`src/rtl/dma_eng_pkg.sv`:
```
package dma_eng_pkg;
  typedef enum logic [2:0] {
    SEL_ADDR_LO = 3'd0,
    SEL_ADDR_HI = 3'd1,
    SEL_CNT_LO  = 3'd2,
    SEL_CNT_HI  = 3'd3,
    SEL_PAGE    = 3'd4,
    SEL_HPAGE   = 3'd5,
    SEL_MASK    = 3'd6
  } reg_sel_e;
endpackage

```
`src/rtl/dma_addr_ctr.sv`:
```
module dma_addr_ctr
  import dma_eng_pkg::*;
#(
  parameter int DATA_W  = 8,
  parameter int CNT_W   = 16,
  parameter int PAGE_W  = 8,
  parameter int HPAGE_W = 8
) (
  input  logic               clk,
  input  logic               rst,
  input  logic               wr_en,
  input  logic [2:0]         wr_sel,
  input  logic [DATA_W-1:0]  wr_data,
  input  logic               step,
  input  logic               reload,
  input  logic               word_mode,
  output logic [CNT_W-1:0]   cur_addr,
  output logic [PAGE_W-1:0]  page,
  output logic [HPAGE_W-1:0] hpage,
  output logic               hi32
);
  localparam int NLANE = CNT_W / DATA_W;
  localparam int PW    = HPAGE_W + PAGE_W;

  logic [CNT_W-1:0] base_addr;
  logic [NLANE-1:0] lane_we;
  logic             carry;
  logic [PW-1:0]    page_sum;

  // one write strobe per byte lane of the address counter
  for (genvar b = 0; b < NLANE; b++) begin : g_lane
    assign lane_we[b] = wr_en && (wr_sel == 3'(int'(SEL_ADDR_LO) + b));
  end

  assign carry    = step && !reload && hi32 && (&cur_addr);
  assign page_sum = {hpage, page} + (word_mode ? PW'(2) : PW'(1));

  always_ff @(posedge clk) begin
    if (rst) begin
      base_addr <= '0;
      cur_addr  <= '0;
    end else if (|lane_we) begin
      for (int b = 0; b < NLANE; b++) begin
        if (lane_we[b]) begin
          base_addr[b*DATA_W +: DATA_W] <= wr_data;
          cur_addr[b*DATA_W +: DATA_W]  <= wr_data;
        end
      end
    end else if (reload) begin
      cur_addr <= base_addr;
    end else if (step) begin
      cur_addr <= cur_addr + 1'b1;
    end
  end

  always_ff @(posedge clk) begin
    if (rst) begin
      page  <= '0;
      hpage <= '0;
      hi32  <= 1'b0;
    end else if (wr_en && wr_sel == SEL_PAGE) begin
      page <= wr_data[PAGE_W-1:0];
      hi32 <= 1'b0;
    end else if (wr_en && wr_sel == SEL_HPAGE) begin
      hpage <= wr_data[HPAGE_W-1:0];
      hi32  <= 1'b1;
    end else if (carry) begin
      {hpage, page} <= page_sum;
    end
  end

  assert_page_held_R5: assert property (@(posedge clk) disable iff (rst)
    (step && !hi32) |=> ($stable(page) && $stable(hpage)));

  assert_pagewr_clears_R7: assert property (@(posedge clk) disable iff (rst)
    (wr_en && wr_sel == SEL_PAGE) |=> !hi32);

  assert_hpagewr_sets_R6: assert property (@(posedge clk) disable iff (rst)
    (wr_en && wr_sel == SEL_HPAGE) |=> hi32);
endmodule

```
`src/rtl/dma_cnt_unit.sv`:
```
module dma_cnt_unit
  import dma_eng_pkg::*;
#(
  parameter int DATA_W = 8,
  parameter int CNT_W  = 16
) (
  input  logic              clk,
  input  logic              rst,
  input  logic              wr_en,
  input  logic [2:0]        wr_sel,
  input  logic [DATA_W-1:0] wr_data,
  input  logic              step,
  input  logic              reload,
  input  logic              word_mode,
  output logic [CNT_W-1:0]  cur_cnt,
  output logic              at_zero,
  output logic              tc,
  output logic [CNT_W:0]    residue
);
  localparam int NLANE = CNT_W / DATA_W;

  logic [CNT_W-1:0] base_cnt;
  logic [NLANE-1:0] lane_we;
  logic [CNT_W-1:0] left;

  for (genvar b = 0; b < NLANE; b++) begin : g_lane
    assign lane_we[b] = wr_en && (wr_sel == 3'(int'(SEL_CNT_LO) + b));
  end

  assign at_zero = (cur_cnt == '0);

  always_ff @(posedge clk) begin
    if (rst) begin
      base_cnt <= '0;
      cur_cnt  <= '0;
      tc       <= 1'b0;
    end else begin
      tc <= step && at_zero;
      if (|lane_we) begin
        for (int b = 0; b < NLANE; b++) begin
          if (lane_we[b]) begin
            base_cnt[b*DATA_W +: DATA_W] <= wr_data;
            cur_cnt[b*DATA_W +: DATA_W]  <= wr_data;
          end
        end
      end else if (reload) begin
        cur_cnt <= base_cnt;
      end else if (step) begin
        cur_cnt <= cur_cnt - 1'b1;
      end
    end
  end

  // transfers minus one is stored; residue wraps at 16 bits, bytes in word mode
  assign left    = cur_cnt + 1'b1;
  assign residue = word_mode ? {left, 1'b0} : {1'b0, left};

  assert_tc_only_from_zero_R8: assert property (@(posedge clk) disable iff (rst)
    (step && !at_zero) |=> !tc);

  assert_tc_on_zero_R8: assert property (@(posedge clk) disable iff (rst)
    (step && at_zero) |=> tc);
endmodule

```
`src/rtl/dma_addr_map.sv`:
```
module dma_addr_map #(
  parameter int CNT_W   = 16,
  parameter int PAGE_W  = 8,
  parameter int HPAGE_W = 8,
  localparam int ADDR_W = HPAGE_W + PAGE_W + CNT_W
) (
  input  logic               word_mode,
  input  logic [CNT_W-1:0]   cur_addr,
  input  logic [PAGE_W-1:0]  page,
  input  logic [HPAGE_W-1:0] hpage,
  output logic [ADDR_W-1:0]  phys_addr
);
  logic [ADDR_W-1:0] byte_map;
  logic [ADDR_W-1:0] word_map;

  assign byte_map  = {hpage, page, cur_addr};
  assign word_map  = {hpage, page[PAGE_W-1:1], cur_addr, 1'b0};
  assign phys_addr = word_mode ? word_map : byte_map;
endmodule

```
`src/rtl/dma_addr_engine.sv`:
```
module dma_addr_engine
  import dma_eng_pkg::*;
#(
  parameter int DATA_W  = 8,
  parameter int CNT_W   = 16,
  parameter int PAGE_W  = 8,
  parameter int HPAGE_W = 8,
  localparam int ADDR_W = HPAGE_W + PAGE_W + CNT_W,
  localparam int RES_W  = CNT_W + 1
) (
  input  logic              clk,
  input  logic              rst,
  input  logic              wr_en,
  input  logic [2:0]        wr_sel,
  input  logic [DATA_W-1:0] wr_data,
  input  logic              xfer,
  input  logic              word_mode,
  input  logic              auto_init,
  output logic [ADDR_W-1:0] phys_addr,
  output logic              tc,
  output logic [RES_W-1:0]  residue,
  output logic              masked
);
  logic               step;
  logic               last;
  logic               reload;
  logic               at_zero;
  logic [CNT_W-1:0]   cur_addr;
  logic [CNT_W-1:0]   cur_cnt;
  logic [PAGE_W-1:0]  page;
  logic [HPAGE_W-1:0] hpage;
  logic               hi32;

  // a register write in the same cycle wins over the transfer strobe
  assign step   = xfer && !masked && !wr_en;
  assign last   = step && at_zero;
  assign reload = last && auto_init;

  always_ff @(posedge clk) begin
    if (rst) begin
      masked <= 1'b1;
    end else if (wr_en && wr_sel == SEL_MASK) begin
      masked <= wr_data[0];
    end else if (last && !auto_init) begin
      masked <= 1'b1;
    end
  end

  dma_addr_ctr #(
    .DATA_W(DATA_W), .CNT_W(CNT_W), .PAGE_W(PAGE_W), .HPAGE_W(HPAGE_W)
  ) u_addr (
    .clk(clk), .rst(rst), .wr_en(wr_en), .wr_sel(wr_sel), .wr_data(wr_data),
    .step(step), .reload(reload), .word_mode(word_mode),
    .cur_addr(cur_addr), .page(page), .hpage(hpage), .hi32(hi32)
  );

  dma_cnt_unit #(
    .DATA_W(DATA_W), .CNT_W(CNT_W)
  ) u_cnt (
    .clk(clk), .rst(rst), .wr_en(wr_en), .wr_sel(wr_sel), .wr_data(wr_data),
    .step(step), .reload(reload), .word_mode(word_mode),
    .cur_cnt(cur_cnt), .at_zero(at_zero), .tc(tc), .residue(residue)
  );

  dma_addr_map #(
    .CNT_W(CNT_W), .PAGE_W(PAGE_W), .HPAGE_W(HPAGE_W)
  ) u_map (
    .word_mode(word_mode), .cur_addr(cur_addr), .page(page), .hpage(hpage),
    .phys_addr(phys_addr)
  );

  assert_masked_hold_R11: assert property (@(posedge clk) disable iff (rst)
    (xfer && masked && !wr_en) |=> ($stable(cur_cnt) && $stable(cur_addr)));

  assert_stop_masks_R10: assert property (@(posedge clk) disable iff (rst)
    (tc && !$past(auto_init)) |-> masked);

  assert_word_a0_R3: assert property (@(posedge clk) disable iff (rst)
    word_mode |-> (phys_addr[0] == 1'b0));

  assert_hpage_top_R4: assert property (@(posedge clk) disable iff (rst)
    phys_addr[ADDR_W-1 -: HPAGE_W] == hpage);
endmodule

```
`config.mk`:
```
export PLATFORM = sky130hd
export DESIGN_NAME = dma_addr_engine
export DESIGN_NICKNAME = d
export VERILOG_FILES = /design/src/rtl/dma_eng_pkg.sv /design/src/rtl/dma_addr_ctr.sv /design/src/rtl/dma_cnt_unit.sv /design/src/rtl/dma_addr_map.sv /design/src/rtl/dma_addr_engine.sv
export SDC_FILE = /design/constraint.sdc
export NUM_CORES = 1
export LEC_CHECK = 0
export CORE_MARGIN = 5
export CORE_UTILIZATION = 30
export DETAILED_ROUTE_END_ITERATION = 8
export GPL_ROUTABILITY_DRIVEN = 0
export PLACE_DENSITY = 0.47
export SLEW_MARGIN = 10
export SYNTH_ARGS = -nofsm -noshare
export SYNTH_HDL_FRONTEND = slang
export SYNTH_SLANG_ARGS = --single-unit
```
`constraint.sdc`:
```
create_clock -name clk -period 3 [get_ports clk]
set_input_delay 0.6 -clock clk [delete_from_list [all_inputs] [get_ports clk]]
set_output_delay 0.6 -clock clk [all_outputs]
set_load 0.02 [all_outputs]
```
# ---- Word-level counts from Yosys, hierarchy flattened
# Index checks and enable logic that the tools add are counted.
dict set report classes {
  addsub 4
  muxes 20
  reduce_logical 40
  bitwise_logic 1
  n_eq_ne 11
}
# op count
set ops {}
lappend ops {{16-bit 2-to-1 mux} 6}
lappend ops {{8-bit 2-to-1 mux} 9}
lappend ops {{17-bit 2-to-1 mux} 2}
lappend ops {{16-bit by 1-bit adder with 16-bit output (second input constant)} 2}
lappend ops {{2-bit AND reduction} 10}
lappend ops {{16-bit by 2-bit adder with 16-bit output} 1}
lappend ops {{16-bit logical NOT} 1}
lappend ops {{16-bit AND reduction} 1}
lappend ops {{16-bit by 1-bit subtractor with 16-bit output (second input constant)} 1}
lappend ops {{1-bit logical AND} 15}
lappend ops {{2-bit by 1-bit != test with 1-bit output (second input constant)} 5}
lappend ops {{3-bit equality test (second input constant)} 3}
lappend ops {{3-bit by 2-bit equality test with 1-bit output (second input constant)} 2}
lappend ops {{2-bit nonzero test} 3}
lappend ops {{3-bit nonzero test} 2}
lappend ops {{2-bit OR reduction} 3}
lappend ops {{1-bit logical NOT} 4}
lappend ops {{3-bit by 1-bit equality test with 1-bit output (second input constant)} 1}
lappend ops {{3-bit logical NOT} 1}
lappend ops {{1-bit 2-to-1 mux} 2}
lappend ops {{2-bit 2-to-1 mux} 1}
lappend ops {{1-bit NOT} 1}
dict set report word_totals {
  wordCells 89
  in_bits 17
  out_inout_bits 51
  regBits 83
}

# ---- Logic depth before layout (Yosys ltp)
# Gate-level depths: netlist of run 1.
dict set report logic_depth {
  depth_word 12
  depth_mapped 10
  ltp_nobuf 8
}

# ---- Modules after synthesis
# Synthesis of run 1 repeated with hierarchy kept, for this count alone.
dict set report unflattened {
  cells_unflattened 758
  hier_area_um2 5815.6
}
# module cells_per_inst n_inst seq_area_each_um2 area_each_um2
set by_module_without_submodules {}
lappend by_module_without_submodules {dma_addr_ctr 365 1 980.9 2808.9}
lappend by_module_without_submodules {dma_cnt_unit 351 1 660.6 2567.5}
lappend by_module_without_submodules {dma_addr_map 34 1 0.0 366.6}
lappend by_module_without_submodules {dma_addr_engine 8 1 20.0 72.6}

# ---- Worst setup path before layout of run 1
# Ideal clock, no wire load.
dict set report synth_path {
  path_type {in2out}
  from {input word_mode}
  to {output residue[15]}
  path_slack_ns 0.294
  n_path_buf 3
  stages 5
  arrival_ns 2.106
  required_time_ns 2.400
  cell_sequence {clkbuf_1 > buf_1 > buf_1 > a211oi_1 > a311oi_1}
}
dict set report synth_via {
  elab_chain_cells 1
}
# element line_no
set synth_lines {}
lappend synth_lines {{start: declaration} dma_addr_engine.sv:17} ;# input logic word_mode,
lappend synth_lines {{17-bit 2-to-1 mux} dma_cnt_unit.sv:56} ;# assign residue = word_mode ? {left, 1'b0} : {1'b0, left};
lappend synth_lines {{end: declaration} dma_addr_engine.sv:21} ;# output logic [RES_W-1:0] residue,
# Every way passes these cells.

# ---- Worst setup path in the final report of run 1
dict set report layout_path {
  from {register u_cnt.cur_cnt[6]}
  to {output residue[8]}
}
dict set report layout_via {
  elab_chain_cells 2
}
# element line_no
set layout_lines {}
lappend layout_lines {{start: declaration} dma_cnt_unit.sv:15} ;# output logic [CNT_W-1:0] cur_cnt,
lappend layout_lines {{start signal: indexed assignment} dma_cnt_unit.sv:43} ;# cur_cnt[b*DATA_W +: DATA_W] <= wr_data;
lappend layout_lines {{start signal: assignment} dma_cnt_unit.sv:47} ;# cur_cnt <= base_cnt;
lappend layout_lines {{start signal: assignment} dma_cnt_unit.sv:49} ;# cur_cnt <= cur_cnt - 1'b1;
lappend layout_lines {{16-bit by 1-bit adder with 16-bit output} dma_cnt_unit.sv:55} ;# assign left = cur_cnt + 1'b1;
lappend layout_lines {{17-bit 2-to-1 mux} dma_cnt_unit.sv:56}
# Every way passes these cells.

==> results of run 1 <==
## worst min-delay path by stage
stage	start	endpoint	slack (ns)
final	u_addr.hi32	u_addr.hi32	0.45
after global routing	u_cnt.base_cnt[1]	u_cnt.base_cnt[1]	0.48
after CTS	u_addr.hi32	u_addr.hi32	0.45
after detailed placement	u_addr.hi32	u_addr.hi32	0.45
after global placement	u_addr.base_addr[7]	u_addr.base_addr[7]	0.44
after floorplan	u_addr.hi32	u_addr.hi32	0.42
## critical path, cell delays in order, from the launching register on
cell,delay (ns)
sky130_fd_sc_hd__dfxtp_1,0.35
sky130_fd_sc_hd__nand4_1,0.34
sky130_fd_sc_hd__nor3_2,0.32
sky130_fd_sc_hd__o22ai_1,0.13
sky130_fd_sc_hd__a21oi_1,0.17
sky130_fd_sc_hd__clkdlybuf4s50_1,0.63
## layer usage
layer  routed length (um)  GRT usage [%]  vias to the layer above
met3                 1300           3.86                       35
met5                    0              0                        -
met4                  411           5.13                        0
li1                     -              -                     2809
met2                 8820           28.6                      234
met1                 9160           24.7                     2814
## what timing repair did
item / CTS / global route
gates cloned: 0 / 0
setup endpoints to repair: 11 / 4
hold buffers: 0 / 0
resized for setup: 13 / 7
## power breakdown
group	switching, mW	total (mW)	internal, mW
Sequential	0.0502	1.19	1.14
Combinational	0.329	0.570	0.241
Clock	0.489	1.18	0.692
Total	0.868	2.94	2.08
## Yosys cell counts, types with 5 or more instances
cell                       count
sky130_fd_sc_hd__or4_1        13
sky130_fd_sc_hd__a221oi_1     14
sky130_fd_sc_hd__xor2_1       15
sky130_fd_sc_hd__nand2b_1      7
sky130_fd_sc_hd__o211ai_1      8
sky130_fd_sc_hd__dfxtp_1      83
sky130_fd_sc_hd__o22ai_1       8
sky130_fd_sc_hd__o21ai_0      32
sky130_fd_sc_hd__nand3_1      20
sky130_fd_sc_hd__nor2_1       54
sky130_fd_sc_hd__nand2_1     109
sky130_fd_sc_hd__xnor2_1      16
sky130_fd_sc_hd__or3_1         5
sky130_fd_sc_hd__ha_1          6
sky130_fd_sc_hd__nand4_1       8
sky130_fd_sc_hd__a211oi_1     19
sky130_fd_sc_hd__a211o_1       9
sky130_fd_sc_hd__mux2i_1      13
sky130_fd_sc_hd__clkbuf_1     54
sky130_fd_sc_hd__buf_4         7
sky130_fd_sc_hd__buf_1         7
sky130_fd_sc_hd__nor4_1        5
sky130_fd_sc_hd__nor3_1       25
sky130_fd_sc_hd__a21oi_1      54
sky130_fd_sc_hd__inv_1        13
sky130_fd_sc_hd__mux2_2       18
sky130_fd_sc_hd__a21boi_0      5
sky130_fd_sc_hd__and3_1       10
sky130_fd_sc_hd__o31ai_1      13
sky130_fd_sc_hd__and4_1        7
sky130_fd_sc_hd__a311oi_1     16
## cells by family (layout without fill, tap and decap cells)
| logic type | Yosys count | in the layout | synth area share, % |
|---|---|---|---|
| xor gates and xnor gates | 31 | 31 | 4.90 |
| adders and majority gates | 7 | 7 | 1.71 |
| AOI/OAI and AO/OA | 203 | 203 | 24.7 |
| buffers and inverters | 87 | 155 | 6.70 |
| muxes | 32 | 32 | 6.20 |
| DFF | 83 | 83 | 30.0 |
| and+or+nand+nor | 289 | 289 | 25.8 |
## final cells by class
class                           instances  area [um2]  area share [%]
Timing Repair Buffer                  125        1110            15.9
Tap cell                              229         287            4.11
Sequential cell                        83        1660            23.9
Multi-Input combinational cell        562        3540            50.8
Inverter                               14        52.6           0.754
Clock buffer                           11         253            3.63
Clock inverter                          5        61.3           0.880
## sequential cells by signal, indices dropped and copies added, names as in the netlist
signal,cells
u_cnt.cur_cnt,16
u_addr.hi32,1
u_addr.hpage,8
masked,1
u_cnt.tc,1
u_cnt.base_cnt,16
u_addr.cur_addr,16
u_addr.page,8
u_addr.base_addr,16
==> reports/results.txt, run 1 <==
The flow ran to the end, and the final reports show no timing, DRC or antenna violations. In this run the core area contains 49 standard-cell rows. After clock tree synthesis, the clock-pin slew on the worst setup and hold paths is 0.06 ns.

Area after detailed placement: 6630 um2. Hold timing on the final database bottoms out at a slack of 0.453 ns. Counting the fill cells in the layout gives 1832. For this block, the routed nets add up to 19.7 mm of wire. The logs give 3 for the H-tree depth and 2.94 mW for the final total power.

IR analysis of the VDD net gives a maximum drop of 0.000269 V. Data on the critical path arrives at its endpoint at 2.27 ns. In this run the count of I/O pins placed on the die edge is 68.

Following the worst setup path forward leads to its endpoint at residue[8]. STA classifies the critical path startpoint as a flip-flop. For this run, the register share of the synthesized area comes to 30.0%. Dividing the synthesized area by the synthesized cell count gives 7.58 um2. The floorplan step defined a die boundary enclosing 21300 um2.

The final cycle utilization of the critical path is 95.6%, and the share of the core filled with cells is 38.5%. The tools report the number of cells in the finished layout apart from fillers as 1029. After detailed routing, the number of remaining DRC violations is 0. The number of cell instances on the worst register-to-register path was 10. The worst pin sits at a relative slew slack of 54.4%. The tightest min-delay check is of the flip-flop to flip-flop type. For this block, the via count after detailed routing is 5892. Timing analysis after detailed placement gives a worst setup slack of -0.0708 ns. Number of DRC markers in iteration 0: 422.

Port buffering added 67 buffers. By area the synthesized netlist is led by sky130_fd_sc_hd__dfxtp_1 (30%), sky130_fd_sc_hd__nand2_1 (7.4%), sky130_fd_sc_hd__a21oi_1 (4.9%). The number of vias per cell after detailed routing works out to 5.73. Adding up every negative setup slack in the final design gives 0 ns. Cell type with the highest aggregate area in the netlist: sky130_fd_sc_hd__dfxtp_1.

The tools report the cell count after placement as 1013. In this run the critical register-to-register path is captured at u_addr.page[5]. The maximum clock path buffer count came out at 2.

For the via count of the first global-routing pass, the log shows 5699. The number of hold violations in the final report was 0; the cell count of the worst hold path was 2. Endpoint type of the worst setup path: an output pin. The number of antenna diodes in the final layout is 0. Setup slack on the worst reg-to-reg path comes out at 0.45 ns.

In the post-route analysis, the smallest setup slack over all paths is 0.131 ns. The vertical die dimension was 146 um; the register bit count reported by yosys was 83. Post-CTS timing repair inserted 0 buffers for setup.

In this run the horizontal extent of the chip is 146 um. For this configuration, the core starts out at a cell density of 30.7%. The run gives 18.0% as the global-route usage over all layers. In the final routed layout, each cell accounts on average for 19.1 um.

Max-cap violations in this run came to 0. Origin of the worst setup path: u_cnt.cur_cnt[6]. The worst path in the final design needs a cycle of 2.87 ns, including I/O delays and setup. When the netlist entered floorplanning its net count stood at 756. The tools report the root buffer cell as sky130_fd_sc_hd__clkbuf_16.

The core region is 18100 um2. The number of library cell types mapped by synthesis is 65. The area growth from synthesis to layout is 25.6%.

Kind of critical path: flip-flop to output pin. The number of instances in the synthesized netlist came out at 732. The share of the synthesized area in the top cell type came out at 30.0%. The power density over the cells was 422 nW/um2. The leading cell type in the layout, fill and taps excluded was sky130_fd_sc_hd__nand2_1. The initial antenna violation count is 0.

After synthesis, the share of flip-flops with an asynchronous set or reset is 0%. Summed over all layers, the global routing overflow is 0. TritonCTS built the clock tree. For the worst setup path, the data required time is 2.40 ns. Fraction of layout instances using a drive strength above 1: 13.6%. The setup violation total in the final timing report is 0. Net count reported at finish: 819. The tools report the fmax as 349 MHz.

The most used flip-flop cell after synthesis is sky130_fd_sc_hd__dfxtp_1. For the summed instance area of the synthesized netlist, the log shows 5550 um2. Of all nets on the critical path, the largest fanout is 6. The number of routed nets with antenna violations came out at 0. For the pin with the worst max-slew slack, the measured transition is 0.682 ns. The number of synthesized flops with an enable pin works out to 0.

The first TritonRoute pass finished after 7 iterations. The run gives 0 as the number of warning messages in the yosys log. In the layout the commonest cells are sky130_fd_sc_hd__nand2_1 (109), sky130_fd_sc_hd__dfxtp_1 (81), sky130_fd_sc_hd__buf_4 (57). CTS saw 83 sinks. Start of the worst register-to-register path: u_cnt.cur_cnt[0]. For the final database, setup skew stands at 0.00866 ns. The run gives 9 as the number of buffers inserted during clock tree synthesis. The logs give 14.1 mm for the total half-perimeter wirelength after legalization and detailed placement and 6970 um2 for the final instance area. Entering global routing, the biggest net connects 25 pins.

The clock reaches the later pin of the worst-skew pair after 0.35 ns. The tools report the wire length of the first global-routing pass as 31.0 mm. The static power due to leakage came out at 2.58 nW.

For the count of final max-slew check failures, the log shows 0.
(Power assumes the default switching activity.)
==> run 2: changes to the inputs <==
DONT_BUFFER_PORTS = 1   (was not set)
PLACE_DENSITY = 0.43   (was 0.47)
==> run 2 against run 1 <==
  * Cell area down 13%
  * Critical path depth unchanged
  * Total power down 11%
==> reports/results.txt, run 2 (same netlist as run 1, synthesis figures left out) <==
The flow ran to the end, and the final reports show no timing, DRC or antenna violations. The run gives 5303 (-6.9%) as the via count of the first global-routing pass. The antenna cell count was 0 (unchanged); the number of cells in the finished layout apart from fillers was 936 (-9.0%). Starting utilization of the core area: 30.7% (unchanged). Kind of critical path: flip-flop to output pin. The slew at the pin with the worst max-slew slack came out at 0.696 ns (+0.0132 ns).

The maximum clock path buffer count is 2 (unchanged), and the critical-path maximum fanout is 10 (+4). The net count reported at finish was 729 (-11%); the number of buffers inserted during clock tree synthesis was 9 (unchanged). The pin count of the biggest net entering global routing was 85 (+240%).

The number of vias per cell after detailed routing came out at 5.84 (+2.0%). The clock latency on the worst-skew pair came out at 0.35 ns (about the same). The wire length of the first global-routing pass was 31.1 mm (+0.35%).

The buffering stage count on the worst path with inverters included was 0 (-1). In this run the worst hold path is classified as input pin to flip-flop. The static power due to leakage was 2.12 nW (-18%). For the via count, the log shows 5466 (-7.2%). The time the worst path needs with I/O delays and setup came out at 2.83 ns (-0.0363 ns).

The tools report the sequential cell area as 1660 um2 (about the same). The fraction of layout instances using a drive strength above 1 came out at 10.5% (-3.2 points). The relative slew slack came out at 53.1% (-1.2 points). The final cycle utilization of the critical path is 94.4% (-1.2 points), and the area after detailed placement is 5780 um2 (-13%). Area added between synthesis and finish: 8.91%. The cell count after placement was 923 (-8.9%); the data required time at the worst endpoint was 2.40 ns (about the same). The family of cells with the greatest summed delay on the critical path is simple AND/OR/NAND/NOR gates. The area of the multi-input gates was 3530 um2 (-0.46%); the horizontal extent of the die was 146 um (unchanged). The slowest stage cell on the critical path was sky130_fd_sc_hd__dfxtp_1. Critical path arrival: 2.23 ns (-0.04 ns).

Setup repair after global routing could not meet its margin everywhere. The run gives 0 (unchanged) as the number of hold violations in the final report. The endpoint type of the worst setup path was an output pin.

Walking the worst path, the cells encountered are nand4_1 -> nor2_1 -> nand3_1 -> xnor2_1 -> nor2_1. The number of maximum-capacitance violations came out at 0 (unchanged). The H-tree depth was 3 (unchanged); the initial antenna violation count was 0 (unchanged). The number of remaining DRC errors came out at 0 (unchanged). The run gives 0 ns (unchanged) as the final setup TNS. The first-pass iteration count of the detailed router was 5 (-2). The logs give 1929 (+5.3%) for the number of fill cells and 49 (unchanged) for the number of rows created at floorplan. TritonCTS built the clock tree. The port buffer count was 0 (-100%); the delay of the slowest cell on the worst path was 0.51 ns (-0.12 ns). Fmax: 353 MHz (+1.3%).

Number of top-level design ports: 68 (unchanged). The average wire per cell in the routed design came out at 20.6 um (+7.5%). The logs give 18100 um2 (unchanged) for the area of the core and 33.4% (-5.1 points) for the share of the core filled with cells. The clock transition at the register clock pins on the worst setup and hold paths after CTS was 0.06 ns (about the same); the final instance area was 6040 um2 (-13%).

By instance count, the cell type seen most on the critical path is sky130_fd_sc_hd__nor2_1. The logs give 0 (unchanged) for the setup violation total in the final timing report and 83 (unchanged) for the number of sinks on the clock net. In the layout the commonest cells are sky130_fd_sc_hd__nand2_1 (109), sky130_fd_sc_hd__dfxtp_1 (82), sky130_fd_sc_hd__a21oi_1 (54).

The logs give 0 (unchanged) for the number of routed nets with antenna violations and 0.00629 ns (-0.00237 ns) for the final clock skew. The logs give 18.1% (+0.13 points) for the global-route usage over all layers and 0.000249 V (-7.4%) for the worst ir drop on vdd. The number of DRC markers in iteration 0 came out at 403 (-4.5%). The power density over the cells is 434 nW/um2 (+2.6%).

The library cell used most frequently in the layout, excluding fill and tap cells, is sky130_fd_sc_hd__nand2_1. The final routed wirelength across all metal layers was 19.2 mm (-2.2%); the vertical die dimension was 146 um (unchanged). The root buffer cell was sky130_fd_sc_hd__clkbuf_16.

The minimum hold slack is 0.318 ns (-0.134 ns), and the count of final max-slew check failures is 0 (unchanged). STA classifies the critical path startpoint as a flip-flop. The run gives 0 (unchanged) as the remaining global-route overflow.

The register-to-register setup slack is 0.36 ns (-0.09 ns), and the total half-perimeter wirelength after legalization and detailed placement is 13.3 mm (-5.7%). For the area of the die, the log shows 21300 um2 (unchanged).
run 2: final timing paths:
check	end	depth (start not counted)	start
hold reg to reg	u_addr.base_addr[2]	2	u_addr.base_addr[2]
setup / recovery	residue[16]	5	u_cnt.cur_cnt[3]
hold / removal	u_addr.base_addr[8]	1	rst
setup reg to reg	u_addr.hpage[6]	9	u_cnt.cur_cnt[1]
run 2: per-stage QoR:
stage,power (mW),setup slack (ns)
final,2.62,0.167
after global routing,2.73,-0.00474
after CTS,2.64,0.0561
after detailed placement,1.62,0.314
after global placement,1.62,0.362
after floorplan,1.55,0.294
run 2: power by group:
group          internal [mW]  switching (mW)
combinational          0.164           0.226
sequential              1.14          0.0709
clock                  0.571           0.445
total                   1.88           0.741
run 2: per-layer routing:
metal	wire length [um]	GRT usage (%)
met3	1090	3.21
met4	590	7.62
met2	8540	28.0
met5	0	0
met1	9030	25.0
run 2: area by class of cell:
class	count	area share [%]
clock buffers	13	4.14
inverters	14	0.870
multi-input cells	562	58.4
flip-flops and latches	83	27.5
well taps	229	4.74
repair buffers	35	4.35
run 2: worst reg2reg max path: cells and delay by family (launching register included):
kind	cells	cell delay, ns
adder cells (fa/ha/maj)	1	0.19
buffers and inverters	3	0.49
flip-flops	1	0.44
AND/OR/NAND/NOR	3	0.84
AO/OA/AOI/OAI	2	0.59
run 2: repair_timing:
item                                   CTS  global route
setup endpoints to repair                0             5
hold buffers                             0             0
resized for setup                        0             3
buffers inserted                         0             0
endpoints found under the hold margin    0             0
